**config.mk**
```make
export PLATFORM = sky130hd
export DESIGN_NAME = scl_clkgen
export DESIGN_NICKNAME = d
export VERILOG_FILES = /design/src/rtl/scl_clkgen_pkg.sv /design/src/rtl/scl_phase_len.sv /design/src/rtl/scl_len_hold.sv /design/src/rtl/scl_phase_cnt.sv /design/src/rtl/scl_clkgen.sv
export SDC_FILE = /design/constraint.sdc
export NUM_CORES = 1
export LEC_CHECK = 0
export ABC_CLOCK_PERIOD_IN_PS = 4900
export BUFFER_PORTS_ARGS = -buffer_cell sky130_fd_sc_hd__buf_2
export CAP_MARGIN = 30
export CORE_AREA = 10 10 89 168
export DETAILED_ROUTE_END_ITERATION = 12
export DIE_AREA = 0 0 99 178
export GPL_ROUTABILITY_DRIVEN = 1
export HOLD_SLACK_MARGIN = 0.1
export PLACE_DENSITY = 0.52
export SYNTH_ARGS = -nofsm -noshare
export SYNTH_HDL_FRONTEND = slang
export SYNTH_SLANG_ARGS = --single-unit
```
**constraint.sdc**
```tcl
create_clock -name clk -period 4.9 [get_ports clk]
set_clock_uncertainty 0.05 [all_clocks]
set_input_delay 0.49 -clock clk [delete_from_list [all_inputs] [get_ports clk]]
set_output_delay 0.49 -clock clk [all_outputs]
set_load 0.1 [all_outputs]
```
**src/rtl/scl_clkgen_pkg.sv**
```systemverilog
package scl_clkgen_pkg;

    localparam int MULT_W = 5;

    typedef enum logic [1:0] {
        PH_IDLE = 2'd0,
        PH_LOW  = 2'd1,
        PH_HIGH = 2'd2
    } phase_e;

    typedef struct packed {
        logic [MULT_W-1:0] hi_m;
        logic [MULT_W-1:0] lo_m;
    } mult_t;

    // Multiples of the shared count for each speed/duty combination
    function automatic mult_t pick_mult(input logic fast, input logic duty);
        mult_t m;
        if (!fast) begin
            m.hi_m = MULT_W'(1);
            m.lo_m = MULT_W'(1);
        end else if (!duty) begin
            m.hi_m = MULT_W'(1);
            m.lo_m = MULT_W'(2);
        end else begin
            m.hi_m = MULT_W'(9);
            m.lo_m = MULT_W'(16);
        end
        return m;
    endfunction

endpackage

```
**src/rtl/scl_phase_len.sv**
```systemverilog
module scl_phase_len #(
    parameter int CCR_W = 12,
    parameter int CNT_W = CCR_W + scl_clkgen_pkg::MULT_W
) (
    input  logic [CCR_W-1:0] ccr,
    input  logic             fast,
    input  logic             duty,
    output logic [CNT_W-1:0] lo_len,
    output logic [CNT_W-1:0] hi_len
);
    import scl_clkgen_pkg::*;

    logic [CNT_W-1:0] base;
    mult_t            m;

    always_comb begin
        base   = (ccr == '0) ? CNT_W'(1) : CNT_W'(ccr);
        m      = pick_mult(fast, duty);
        lo_len = base * CNT_W'(m.lo_m);
        hi_len = base * CNT_W'(m.hi_m);
    end
endmodule

```
**src/rtl/scl_len_hold.sv**
```systemverilog
module scl_len_hold #(
    parameter int W = 17
) (
    input  logic         clk,
    input  logic         rst,
    input  logic         load,
    input  logic [W-1:0] d,
    output logic [W-1:0] q
);
    always_ff @(posedge clk) begin
        if (rst)       q <= W'(1);
        else if (load) q <= d;
    end
endmodule

```
**src/rtl/scl_phase_cnt.sv**
```systemverilog
module scl_phase_cnt #(
    parameter int W = 17
) (
    input  logic         clk,
    input  logic         rst,
    input  logic         load,
    input  logic [W-1:0] load_val,
    input  logic         dec,
    output logic [W-1:0] cnt,
    output logic         zero
);
    always_ff @(posedge clk) begin
        if (rst)                 cnt <= '0;
        else if (load)           cnt <= load_val;
        else if (dec && !zero)   cnt <= cnt - W'(1);
    end

    assign zero = (cnt == '0);
endmodule

```
**src/rtl/scl_clkgen.sv**
```systemverilog
module scl_clkgen #(
    parameter int CCR_W = 12
) (
    input  logic             clk,
    input  logic             rst,
    input  logic             enable,
    input  logic             run,
    input  logic [CCR_W-1:0] ccr,
    input  logic             fast_mode,
    input  logic             duty_sel,
    input  logic             scl_in,
    output logic             scl_low,
    output logic             low_start,
    output logic             sample_pt
);
    import scl_clkgen_pkg::*;

    localparam int CNT_W = CCR_W + MULT_W;

    phase_e           ph;
    logic             first_q;
    logic [CNT_W-1:0] lo_in, hi_in, hi_q, cnt, cnt_load_val;
    logic             cnt_zero, cnt_load, cnt_dec;
    logic             start_low, start_high, end_high;
    logic             st_idle, st_high;

    scl_phase_len #(.CCR_W(CCR_W), .CNT_W(CNT_W)) u_len (
        .ccr    (ccr),
        .fast   (fast_mode),
        .duty   (duty_sel),
        .lo_len (lo_in),
        .hi_len (hi_in)
    );

    // High length is frozen when a low phase begins
    scl_len_hold #(.W(CNT_W)) u_hold (
        .clk  (clk),
        .rst  (rst),
        .load (start_low),
        .d    (hi_in),
        .q    (hi_q)
    );

    scl_phase_cnt #(.W(CNT_W)) u_cnt (
        .clk      (clk),
        .rst      (rst),
        .load     (cnt_load),
        .load_val (cnt_load_val),
        .dec      (cnt_dec),
        .cnt      (cnt),
        .zero     (cnt_zero)
    );

    always_comb begin
        end_high     = (ph == PH_HIGH) && scl_in && cnt_zero;
        start_low    = enable && run && ((ph == PH_IDLE) || end_high);
        start_high   = enable && (ph == PH_LOW) && cnt_zero;
        cnt_load     = start_low || start_high;
        cnt_load_val = start_low ? (lo_in - CNT_W'(1)) : (hi_q - CNT_W'(1));
        cnt_dec      = (ph == PH_LOW) || ((ph == PH_HIGH) && scl_in);
    end

    always_ff @(posedge clk) begin
        if (rst) begin
            ph      <= PH_IDLE;
            first_q <= 1'b0;
        end else begin
            first_q <= start_low;
            if (!enable) begin
                ph <= PH_IDLE;
            end else begin
                case (ph)
                    PH_IDLE: if (run)        ph <= PH_LOW;
                    PH_LOW:  if (cnt_zero)   ph <= PH_HIGH;
                    PH_HIGH: if (end_high)   ph <= run ? PH_LOW : PH_IDLE;
                    default:                 ph <= PH_IDLE;
                endcase
            end
        end
    end

    assign st_idle   = (ph == PH_IDLE);
    assign st_high   = (ph == PH_HIGH);
    assign scl_low   = (ph == PH_LOW);
    assign low_start = first_q && (ph == PH_LOW);
    assign sample_pt = st_high && scl_in && (cnt == (hi_q >> 1));
endmodule

```
# Yosys cells after proc, flatten, opt, wreduce, memory -nomap -nowiden
# Cells that the tools add are included.
# W data, S select, Z words.
word_totals:
  regBits: 37
  word_cells: 46
  output_inout_bits: 3
  in_bits: 19
op_classes:
  multipliers: 2
  muxes: 11
  eq_ne: 6
  n_reduce_logical: 19
  bitwise_logic: 1
  addsub: 3
op_table:
  columns: ["op", "n"]
  rows:
  - ["$mux W17", 3]
  - ["$sub A17 B1 Y17 const B", 3]
  - ["$mul A17 B5 Y17", 2]
  - ["$eq A17 B16 Y1", 1]
  - ["$logic_not A17 Y1", 1]
  - ["$logic_not A12 Y1", 1]
  - ["$mux W12", 1]
  - ["$mux W10", 1]
  - ["$logic_and A1 B1 Y1", 9]
  - ["$mux W9", 1]
  - ["$mux W2", 3]
  - ["$pmux W2 S3", 1]
  - ["$ne A2 B2 Y1 const B", 2]
  - ["$logic_or A1 B1 Y1", 3]
  - ["$reduce_and A3 Y1", 1]
  - ["$eq A2 B1 Y1 const B", 1]
  - ["$eq A2 B2 Y1 const B", 1]
  - ["$logic_not A2 Y1", 1]
  - ["$ne A2 B1 Y1 const B", 1]
  - ["$reduce_bool A2 Y1", 1]
  - ["$reduce_or A2 Y1", 1]
  - ["$logic_not A1 Y1", 1]
  - ["$mux W1", 1]
  - ["$not A1 Y1", 1]

# Depth between registers and ports, before layout
logic_depth:
  depth_word: 7
  mapped_depth: 16
  mapped_depth_nobuf: 16

# Modules after synthesis
# From an unflattened synthesis, not the netlist that was laid out.
unflattened:
  cells_unflattened: 604
  area_unflattened_um2: 4728.3
modules_own_cells:
  columns: ["mod", "area_each_um2", "n_inst", "cells_per_inst", "seq_area_each_um2"]
  rows:
  - ["scl_phase_len", 1943.1, 1, 265, 0.0]
  - ["scl_phase_cnt", 1101.1, 1, 138, 340.3]
  - ["scl_clkgen", 1067.3, 1, 146, 60.1]
  - ["scl_len_hold", 616.8, 1, 55, 340.3]

# Least setup slack after synthesis
# Ideal clock, no wire load.
synth_timing:
  path_type: "in2reg"
  from: "in fast_mode"
  to: "reg u_cnt.cnt[16]"
  t_arrival_ps: 3987
  path_buffers: 1
  setup_slack_ps: 759
  cell_stages: 14
  setup_time_ps: 103
  required_ps: 4747
  cell_sequence: "nor2b_1 > clkbuf_1 > and2_1 > ha_1 > fa_1 > inv_1 > fa_1 > inv_1 > ha_1 > or3_1 > o311ai_1 > o31ai_1 > xnor2_1 > a2111oi_2"
synth_between:
  elab_chain_cells: 5
synth_rtl:
  columns: ["item", "line", "rtl"]
  rows:
  - ["from (decl)", "scl_clkgen.sv:9", "input logic fast_mode,"]
  - ["$mux W10", "scl_clkgen_pkg.sv:19", "if (!fast) begin"]
  - ["$mul A17 B5 Y17", "scl_phase_len.sv:19", "lo_len = base * CNT_W'(m.lo_m);"]
  - ["$sub A17 B1 Y17", "scl_clkgen.sv:59", "cnt_load_val = start_low ? (lo_in - CNT_W'(1)) : (hi_q - CNT_W'(1));"]
  - ["$mux W17", "scl_clkgen.sv:59", null]
  - ["$mux W17", "scl_phase_cnt.sv:14", "else if (load) cnt <= load_val;"]
  - ["to (signal assigned)", "scl_phase_cnt.sv:14", null]
  - ["to (signal assigned)", "scl_phase_cnt.sv:15", "else if (dec && !zero) cnt <= cnt - W'(1);"]
  - ["to (decl)", "scl_phase_cnt.sv:9", "output logic [W-1:0] cnt,"]
# No other way between the ends.
# A chain may end at the register's enable or synchronous reset.

# Worst setup path after layout
# Ends and elaborated chain as after synthesis.

==> metrics <==
status=complete, no violations; hpwl dp=11.46 mm; Ys Warns=0; Final min period=4.395 ns; worst reg2reg setup slack=1.85 ns; ant diodes=0; antenna violations before repair=0; Ports=22; largest net degree at the start of global routing=41; Fin. Hold Viols=0; WP data arrival=4.53 ns; Tcrit/Tclk final=0.8969; Flop pwr share=0.253; Chip Width=99 um; Max Fanout on Critical Path=15; clk sink count=36; FMAX=0.2275 GHz; Layout area overhead=5.999%; CP Launch Type=input port; gp weighted congestion=0.8995; WL/cell=18.29 um; peak supply drop=0.1572 mV; # H-tree levels=2; critical path endpoint category=flip-flop; register area share after synthesis=0.1502; CTS Buffer Depth=2; Hold Crit Class=input port to flip-flop; Slew HR=0.4393; Int Power=0.8748 mW; placed cell areas=0.004932 mm2; most frequent cells in the layout=75 x inv_1, 55 x nand2_1, 54 x ha_1; post-synthesis net count=714; Sw Pwr=0.6849 mW; CP bufs+invs=4; Max Transition Viols Final=0; synthesis-stage register bit count=36; All-Layer GR Usage=0.1613; vias per cell=5.641; worst slack, placed=0.1627 ns; hold_buf cts=0; clock root buffer=clkbuf_16; worst setup margin=0.5050 ns; WP data required=5.03 ns; critical path's top delay family=adder cells; drt total wl=13.95 mm; Slew @ Worst Pin=0.8411 ns; ys flop type=dfxtp_1; Starting Density=0.3934; # port buffers=21; CTS tree=built; Post-Syn Area=0.004797 mm2; Crit-path slowest cell=o311ai_1; grt ovf=0; DR pass1 iterations=4; fin nets=710; postcts setup bufs=0; CTS buffer count=5; Core Region=0.01220 mm2; Leakage=2.324 nW; setup TNS=0 ns; cell area after layout=0.005085 mm2; CP max stage delay=0.55 ns; share of post-route cells with drive strength above 1=0.09253; Skew-Pair Late Insertion Delay=0.28 ns; Crit Path Class=input port to flip-flop; post-route ant nets=0; DRC viols=0; Cell Pwr Density=306.7 mW/mm2; routed vias=4,304; initial DRC count=190; Post-Syn Instances=620; final core utilization=0.4169; die height=178 um; number of synthesized flops with an enable pin=0; RSZ-0062 raised after global routing=false; die area=0.01762 mm2; async set-reset flop share out of synthesis=0; synth unique cells=71; Clk pwr share=0.217; clk slew on worst S/H paths=0.05 ns; commonest non-fill, non-tap cell in the layout=inv_1; post-synthesis area per instance=7.737 um2; first-pass GRT wire length=23.29 mm; Row Count=57; Total Power=1.560 mW; sw frac=0.4391; Max Cap Violations=0; final setup fails=0; vias in the first global route=4,516; PostCTS Resize Cnt=0; Gate power share=0.529; Critical Path, Cell by Cell=buf_2 -> nor2b_1 -> buf_4 -> and2_1 -> ha_1 -> fa_1 -> inv_1 -> fa_1 -> inv_1 -> ha_1 -> or3_1 -> o311ai_1 -> o31ai_1 -> xnor2_1 -> a2111oi_2
==> power groups by stage <==
| stage | Sequential, mW | Combinational, mW | Clock, mW |
|---|---|---|---|
| 6_report | 0.395 | 0.826 | 0.339 |
| 3_5_place_dp | 0.400 | 0.817 | 0 |
| 3_3_place_gp | 0.399 | 0.806 | 0 |
| 2_1_floorplan | 0.362 | 0.664 | 0 |
| 5_1_grt | 0.400 | 0.933 | 0.353 |
| 4_1_cts | 0.393 | 0.823 | 0.347 |
==> synth_stat cells, types with 3 or more instances <==
cell | n | share of area
o22ai_1 | 3 | 0.0039
buf_2 | 9 | 0.0094
o21ai_0 | 18 | 0.019
nor3_1 | 24 | 0.025
buf_6 | 4 | 0.0094
nand3_1 | 13 | 0.014
nand4_1 | 6 | 0.0078
or3_1 | 5 | 0.0065
a21oi_1 | 34 | 0.035
nor2b_1 | 15 | 0.020
buf_4 | 3 | 0.0047
dfxtp_1 | 36 | 0.15
and2_1 | 15 | 0.020
o21bai_1 | 4 | 0.0063
o211ai_1 | 4 | 0.0063
a21o_1 | 5 | 0.0078
clkbuf_1 | 21 | 0.016
ha_1 | 54 | 0.14
a211oi_1 | 8 | 0.013
xor2_1 | 19 | 0.035
nor2_1 | 42 | 0.033
a211oi_2 | 3 | 0.0078
a221o_1 | 3 | 0.0063
fa_1 | 21 | 0.088
nand2_1 | 55 | 0.043
or4_4 | 3 | 0.0070
a31oi_1 | 4 | 0.0052
xnor2_1 | 29 | 0.053
inv_1 | 75 | 0.059
nand2b_1 | 9 | 0.012
a221oi_1 | 4 | 0.0073
a311oi_1 | 4 | 0.0073
nor4_1 | 13 | 0.017
and3_1 | 3 | 0.0039
nor3b_1 | 3 | 0.0047
==> per-stage QoR <==
stage          hold slack (ns)  std cells
3_3_place_gp            0.4724        756
4_1_cts                 0.4642        763
5_1_grt                 0.4897        763
3_5_place_dp            0.4737        756
6_report                0.4746        763
2_1_floorplan           0.4313        620
==> cell type report <==
type	instances	area (um2)
sequential	36	720.7
inverter	75	281.5
timing repair buffer	26	142.6
fill	1268	7111
multi-input combinational	472	3603
clock buffer	7	152.6
tap	147	183.9
==> tightest hold or removal path, delay by kind of cell <==
kind	cells	cell delay [ns]
AO/OA/AOI/OAI	1	0.05
buffers and inverters	1	0.13
AND/OR/NAND/NOR	1	0.09
==> routing by layer <==
layer  GRT usage  share of wire  routed length (um)
met1      0.1609           0.37                5222
met4     0.08403          0.042                 584
met5           0              0                   0
met3     0.01511          0.025                 349
met2      0.3146           0.56                7798
==> registers in the layout (all words and copies together) (netlist names) <==
name / cells
u_hold.q: 16
ph: 2
u_cnt.cnt: 17
first_q: 1
==> final timing paths <==
| kind | from | endpoint | cells after the start |
|---|---|---|---|
| worst max register to register | u_cnt.cnt[0] | u_cnt.cnt[7] | 8 |
| worst min register to register | u_hold.q[7] | u_hold.q[7] | 2 |
| worst min-delay path | enable | ph[1] | 3 |
| worst max-delay path | fast_mode | u_cnt.cnt[16] | 15 |
==> cells by family after synthesis <==
logic type,Yosys count,share of synthesized area
simple gates,226,0.2540
flops,36,0.1502
buf+inv,112,0.09859
fa+ha+maj,75,0.2285
compound gates,122,0.1789
mux,1,0.002087
xor+xnor,48,0.08764
Power figures use the tool's default switching activity.
